$ cat src/rtl/baud_div_pkg.sv
// Shared definitions for the baud clock generator.
// Holds the output-mode encoding and the default geometry.
package baud_div_pkg;
    localparam int BYTE_W_DEF    = 8;
    localparam int NUM_BYTES_DEF = 2;

    typedef enum logic [1:0] {
        MODE_DIV3    = 2'd0,
        MODE_INVERT  = 2'd1,
        MODE_HALF    = 2'd2,
        MODE_GENERAL = 2'd3
    } baud_mode_e;
endpackage

$ cat src/rtl/baud_div_latch.sv
// Byte-writable divisor storage.
// Each byte has its own write strobe, and all bytes share one data bus.
// Also presents the divisor as it will be after this cycle's writes,
// plus a load pulse, so the counter can restart on the same edge.
// Assumes: strobes are synchronous to clk.
module baud_div_latch #(
    parameter int BYTE_W    = 8,
    parameter int NUM_BYTES = 2,
    localparam int DIV_W    = BYTE_W * NUM_BYTES
) (
    input  logic                 clk,
    input  logic                 rst_n,
    input  logic [NUM_BYTES-1:0] wr_en,
    input  logic [BYTE_W-1:0]    wdata,
    output logic [DIV_W-1:0]     div_q,
    output logic [DIV_W-1:0]     div_next,
    output logic                 load
);
    for (genvar b = 0; b < NUM_BYTES; b++) begin : g_byte
        // Store one divisor byte when its strobe is set.
        always_ff @(posedge clk) begin
            if (!rst_n)
                div_q[b*BYTE_W +: BYTE_W] <= '0;
            else if (wr_en[b])
                div_q[b*BYTE_W +: BYTE_W] <= wdata;
        end

        // Show the value this byte will hold after the edge.
        always_comb begin
            div_next[b*BYTE_W +: BYTE_W] = wr_en[b] ? wdata : div_q[b*BYTE_W +: BYTE_W];
        end
    end

    // Any byte write restarts the divider.
    always_comb begin
        load = |wr_en;
    end
endmodule

$ cat src/rtl/baud_period_decode.sv
// Maps a divisor to its output period length and its waveform mode.
// Divisor 0 is treated as a period of three. Purely combinational.
module baud_period_decode
    import baud_div_pkg::*;
#(
    parameter int DIV_W = 16
) (
    input  logic [DIV_W-1:0] divisor,
    output logic [DIV_W-1:0] period,
    output baud_mode_e       mode
);
    // Pick the period length and the waveform family.
    always_comb begin
        if (divisor == '0) begin
            period = DIV_W'(3);
            mode   = MODE_DIV3;
        end else if (divisor == DIV_W'(1)) begin
            period = divisor;
            mode   = MODE_INVERT;
        end else if (divisor == DIV_W'(2)) begin
            period = divisor;
            mode   = MODE_HALF;
        end else begin
            period = divisor;
            mode   = MODE_GENERAL;
        end
    end
endmodule

$ cat src/rtl/baud_div_counter.sv
// Down-counter that tracks the phase within one output period.
// It runs from period-1 down to 0 and then reloads. A load restarts it at
// the top of the new period on the same edge.
// Assumes: both periods are nonzero.
module baud_div_counter #(
    parameter int DIV_W = 16
) (
    input  logic             clk,
    input  logic             rst_n,
    input  logic             load,
    input  logic [DIV_W-1:0] load_period,
    input  logic [DIV_W-1:0] run_period,
    output logic [DIV_W-1:0] cnt_q
);
    localparam logic [DIV_W-1:0] RST_TOP = DIV_W'(2);

    // Step the phase counter, restarting on reset, load or wrap.
    always_ff @(posedge clk) begin
        if (!rst_n)
            cnt_q <= RST_TOP;
        else if (load)
            cnt_q <= load_period - DIV_W'(1);
        else if (cnt_q == '0)
            cnt_q <= run_period - DIV_W'(1);
        else
            cnt_q <= cnt_q - DIV_W'(1);
    end
endmodule

$ cat src/rtl/baud_wave_shaper.sv
// Turns the phase count into the output waveform and the period tick.
// In invert mode the output is the inverted reference clock, taken
// combinationally. Assumes cnt < period.
module baud_wave_shaper
    import baud_div_pkg::*;
#(
    parameter int DIV_W = 16
) (
    input  logic             clk,
    input  baud_mode_e       mode,
    input  logic [DIV_W-1:0] period,
    input  logic [DIV_W-1:0] cnt,
    output logic             baud_out,
    output logic             baud_tick
);
    localparam int LOW_CYCLES = 2;

    // Build the output level for the active mode.
    always_comb begin
        unique case (mode)
            MODE_INVERT: baud_out = ~clk;
            MODE_HALF:   baud_out = (cnt == '0);
            default:     baud_out = (cnt < (period - DIV_W'(LOW_CYCLES)));
        endcase
    end

    // Mark the first cycle of every period.
    always_comb begin
        baud_tick = (cnt == (period - DIV_W'(1)));
    end
endmodule

$ cat src/rtl/baud_div_gen.sv
// Top of the programmable baud clock generator.
// Wires the divisor storage, the period decode of the current and the
// next divisor, the phase counter and the wave shaper together.
// Assumes: one reference clock domain with a synchronous active-low reset.
module baud_div_gen
    import baud_div_pkg::*;
(
    input  logic       clk,
    input  logic       rst_n,
    input  logic       wr_lo,
    input  logic       wr_hi,
    input  logic [7:0] wdata,
    output logic [7:0] div_lo_q,
    output logic [7:0] div_hi_q,
    output logic       baud_out,
    output logic       baud_tick
);
    localparam int BYTE_W    = BYTE_W_DEF;
    localparam int NUM_BYTES = NUM_BYTES_DEF;
    localparam int DIV_W     = BYTE_W * NUM_BYTES;

    logic [NUM_BYTES-1:0] wr_en;
    logic [DIV_W-1:0]     div_q;
    logic [DIV_W-1:0]     div_next;
    logic                 load;
    logic [DIV_W-1:0]     run_period;
    logic [DIV_W-1:0]     load_period;
    baud_mode_e           run_mode;
    baud_mode_e           load_mode_unused;
    logic [DIV_W-1:0]     cnt;

    // Gather the byte strobes, low byte first.
    always_comb begin
        wr_en = {wr_hi, wr_lo};
    end

    baud_div_latch #(.BYTE_W(BYTE_W), .NUM_BYTES(NUM_BYTES)) u_latch (
        .clk      (clk),
        .rst_n    (rst_n),
        .wr_en    (wr_en),
        .wdata    (wdata),
        .div_q    (div_q),
        .div_next (div_next),
        .load     (load)
    );

    baud_period_decode #(.DIV_W(DIV_W)) u_dec_run (
        .divisor (div_q),
        .period  (run_period),
        .mode    (run_mode)
    );

    baud_period_decode #(.DIV_W(DIV_W)) u_dec_load (
        .divisor (div_next),
        .period  (load_period),
        .mode    (load_mode_unused)
    );

    baud_div_counter #(.DIV_W(DIV_W)) u_cnt (
        .clk         (clk),
        .rst_n       (rst_n),
        .load        (load),
        .load_period (load_period),
        .run_period  (run_period),
        .cnt_q       (cnt)
    );

    baud_wave_shaper #(.DIV_W(DIV_W)) u_shape (
        .clk       (clk),
        .mode      (run_mode),
        .period    (run_period),
        .cnt       (cnt),
        .baud_out  (baud_out),
        .baud_tick (baud_tick)
    );

    // Present the stored bytes for readback.
    always_comb begin
        div_lo_q = div_q[BYTE_W-1:0];
        div_hi_q = div_q[DIV_W-1:BYTE_W];
    end
endmodule

$ cat config.mk
export PLATFORM = sky130hd
export DESIGN_NAME = baud_div_gen
export DESIGN_NICKNAME = d
export VERILOG_FILES = /design/src/rtl/baud_div_pkg.sv /design/src/rtl/baud_div_latch.sv /design/src/rtl/baud_period_decode.sv /design/src/rtl/baud_div_counter.sv /design/src/rtl/baud_wave_shaper.sv /design/src/rtl/baud_div_gen.sv
export SDC_FILE = /design/constraint.sdc
export NUM_CORES = 1
export LEC_CHECK = 0
export BUFFER_PORTS_ARGS = -buffer_cell sky130_fd_sc_hd__buf_2
export CORE_AREA = 10 10 88 90
export DETAILED_ROUTE_END_ITERATION = 10
export DIE_AREA = 0 0 98 100
export GPL_TIMING_DRIVEN = 1
export HOLD_SLACK_MARGIN = 0.08
export PLACE_DENSITY = 0.77
export SLEW_MARGIN = 20
export SYNTH_ARGS = -nofsm -noshare
export SYNTH_HDL_FRONTEND = slang
export SYNTH_SLANG_ARGS = --single-unit
export TNS_END_PERCENT = 20
$ cat constraint.sdc
create_clock -name clk -period 6.62 [get_ports clk]
set_input_delay 0.331 -clock clk [delete_from_list [all_inputs] [get_ports clk]]
set_output_delay 0.331 -clock clk [all_outputs]
set_load 0.05 [all_outputs]
==> impl_summary.md <==
Status
The run finished with clean final reports.

Placed design
The post-detailed-placement half-perimeter wirelength is 7840 um. The placed instances occupy a cell area of 0.00352 mm^2. The number of buffers inserted by port buffering is 29. The placement-stage worst setup slack is 2230 ps. At the end of routability-driven placement, the weighted congestion stood at 0.957.

Worst setup path
The critical path launch point is u_latch.div_q[3]. The critical path in this run is classified as reg2out. The largest incremental delay on the critical path is 730 ps. The standard cell with the maximum stage delay on the critical path is sky130_fd_sc_hd__dfxtp_1. The endpoint identified for the worst register-to-register timing path is u_cnt.cnt_q[15]. In this run the worst path has a maximum fanout of 17. The flop-to-flop setup slack is 2990 ps. The data arrival time of the critical path is 4570 ps.

The startpoint identified for the worst register-to-register timing path is u_latch.div_q[3]. Traced cell by cell, the critical path runs through nor3_1 -> and4_1 -> nand2_1 -> o21ai_1 -> inv_1 -> ha_1 -> or3b_4 -> or3_4 -> xor2_1 -> ha_1 -> a21oi_1 -> nor2_1 -> a211oi_1 -> a21oi_1 -> o32ai_1 -> buf_2. The sort of element at the start of the critical path is a flop. Following the worst setup path forward leads to its endpoint at baud_out. The endpoint class of the critical path is an output pin. The worst reg2reg path depth is 12. The worst path required time is 6290 ps.

Hold path
The kind of path behind the tightest hold check is in2reg. The hold path startpoint is wdata[1]. Along the worst hold path, the cell count comes to 3.

Synthesis
The number of instances in the synthesized netlist is 446. A synthesized cell averages 7.71 um^2. The library cell with the largest summed area after synthesis is sky130_fd_sc_hd__dfxtp_1. In the post-synthesis netlist, the biggest area contributors are sky130_fd_sc_hd__dfxtp_1 19%, sky130_fd_sc_hd__xnor2_1 9.2%, sky130_fd_sc_hd__ha_1 7.3%.

During synthesis, Yosys emitted a total of 0 warnings. The post-synthesis instance area is 0.00344 mm^2. Among all flip-flop cells after synthesis, the most frequent one is sky130_fd_sc_hd__dfxtp_1. The flip-flop and latch count after synthesis is 32. After synthesis, the largest area contributor takes up 18.6% of total cell area. The fraction of registers with async set or reset after synthesis is 0%. After synthesis, the netlist uses 65 different library cells. Synthesis produced a netlist with a net count of 478.

Yosys mapped a number of flops with a built-in enable equal to 0. Counting instances in the post-synthesis netlist gives the leading cell types as 52 x sky130_fd_sc_hd__nor2_1, 36 x sky130_fd_sc_hd__xnor2_1, 32 x sky130_fd_sc_hd__dfxtp_1. The cell with the most instances after synthesis is sky130_fd_sc_hd__nor2_1. After synthesis, flip-flops and latches occupy 18.6% of the total area.

Cells and area
Cells with a size suffix above 1 make up 13.7% of the layout. The finished layout cell area is 0.00369 mm^2. The count of fill cells added during filler insertion is 556.

The final antenna diode count is 0. The area growth from synthesis to layout is 7.28%. The layout net count is 484.

STA
The number of failing hold endpoints at the final stage is 0. After routing, the total negative slack on setup checks comes to 0 ps. The worst pin sits at a relative slew slack of 49.6%. The portion of the clock cycle consumed by the worst path in the final layout is 74.0%. At the pin with the least slew margin, the transition time is 753 ps. The minimum clock period after layout is 4900 ps.

Setup violations remaining at the end of the flow were counted as 0. The fmax is 204 MHz. Setup repair after global routing left no endpoint under its margin.

The clock skew is 7.57 ps. The final setup slack of the worst path is 1720 ps. The final-report max-slew violation count came to 0.

Job
The total of max-cap violations is 0.

GRT
The largest net degree at the start of global routing is 28. The via count of the first global-routing pass is 3,314. The wire length of the first global-routing pass is 16,800 um. The number of antenna violations at the first check in global routing was 0. The all-layer global routing usage is 20.6%. The total global routing overflow is 0.

Die
The die is 98 um wide. For this configuration, the core starts out at a cell density of 56.0%. Pin placement for this block handled 30 I/O pins.

The number of rows in the core area is 29. From bottom edge to top edge, the die measures 100 um. The overall die area is 0.00980 mm^2. In this run the standard cell core region covers 0.00613 mm^2.

Detailed routing
The final antenna-violating net count is 0. In the routed design, unresolved DRC markers number 0. The wire length per cell is 19.2 um.

The iteration count of the initial detailed-routing pass is 6. The routed via count is 3,341. The routed wire length is 10,200 um.

After the first detailed-routing iteration, the DRC count stood at 231. The via-per-instance ratio is 6.30.

CTS
The TritonCTS clock tree is yes. The number of hold buffers added after CTS was 0. The quantity of gates resized following cts is 0. After clock tree synthesis, the clock-pin slew on the worst setup and hold paths is 60 ps. The clock latency on the worst-skew pair is 390 ps. Once the clock tree was built, the setup fixing pass inserted 0 buffers.

Pwr
For this design the ratio of total power to cell area is 220 mW/mm^2. The maximum vdd drop is 0.222 mV. The leakage power is 1.54 nW.
==> flip-flops by register name, summed over array words and instances, names as in the netlist <==
name	count
u_cnt.cnt_q	16
u_latch.div_q	16
==> area by class of cell <==
class,instances,area [um^2],share of cell area (%)
sequential,32,641,17.4
clock buffer,11,143,3.87
timing repair buffer,28,140,3.80
inverter,15,56.3,1.53
clock inverter,1,30.0,0.814
tap,77,96.3,2.61
multi-input combinational,366,2580,70.0
==> power breakdown <==
part / switching (mW) / leakage, nW / internal [mW] / total (mW)
sequential: 0.0418 / 0.265 / 0.207 / 0.249
combinational: 0.176 / 1.18 / 0.124 / 0.300
clock: 0.0882 / 0.0917 / 0.174 / 0.262
==> cells by family after synthesis <==
| group | share of synthesized area, % |
|---|---|
| XOR/XNOR | 16.3 |
| multiplexers | 5.39 |
| AND/OR/NAND/NOR | 28.4 |
| adder cells (fa/ha/maj) | 7.28 |
| buffers and inverters | 6.26 |
| flip-flops | 18.6 |
| AO/OA/AOI/OAI | 17.7 |
==> worst max-delay path: cells and delay by family, from the launching register on <==
family          cells  cell delay (ps)
flops               1              730
buf+inv             2              450
fa+ha+maj           2              530
simple gates        6             1450
xor+xnor            1              150
compound gates      5              860
==> layer usage <==
layer	up-vias	global-route usage, %	part of all wire [%]
met4	0	10.2	3.6
met2	163	34.0	48
li1	1616	-	-
met5	-	0	0
met1	1531	24.8	41
met3	31	4.33	7.4
==> how the worst min path moves through the flow <==
stage	slack, ps	end
final	280	u_latch.div_q[1]
after detailed placement	630	u_cnt.cnt_q[15]
after CTS	270	u_latch.div_q[1]
after global placement	620	u_cnt.cnt_q[15]
after global routing	290	u_cnt.cnt_q[4]
after floorplan	480	u_latch.div_q[6]
==> stage by stage <==
step                      utilization, %  hold WS, ps  instances  power [mW]
final                               60.1          275        530       0.812
after global routing                60.1          290        530       0.859
after CTS                           60.1          272        530       0.812
after detailed placement            57.4          630        519       0.558
after global placement              57.4          619        519       0.553
after floorplan                        -          478        446       0.491
==> layout by cell type (no fill, tap or decap), drive strengths merged, types with 6 or more instances in the layout <==
cell | synthesis | routed
nor3b | 6 | 6
xnor2 | 36 | 36
inv | 15 | 15
nand3 | 11 | 11
or2 | 6 | 6
a31oi | 7 | 7
nor3 | 25 | 25
mux2i | 17 | 17
a211oi | 10 | 10
nand2 | 24 | 24
buf | 13 | 29
nand4 | 8 | 8
clkbuf | 20 | 10
or3 | 9 | 9
ha | 20 | 20
a21oi | 15 | 15
xor2 | 28 | 28
nor2b | 6 | 6
o21ai | 21 | 21
dfxtp | 32 | 32
nor2 | 53 | 53
Note: power is estimated with default switching activity, not from simulation.
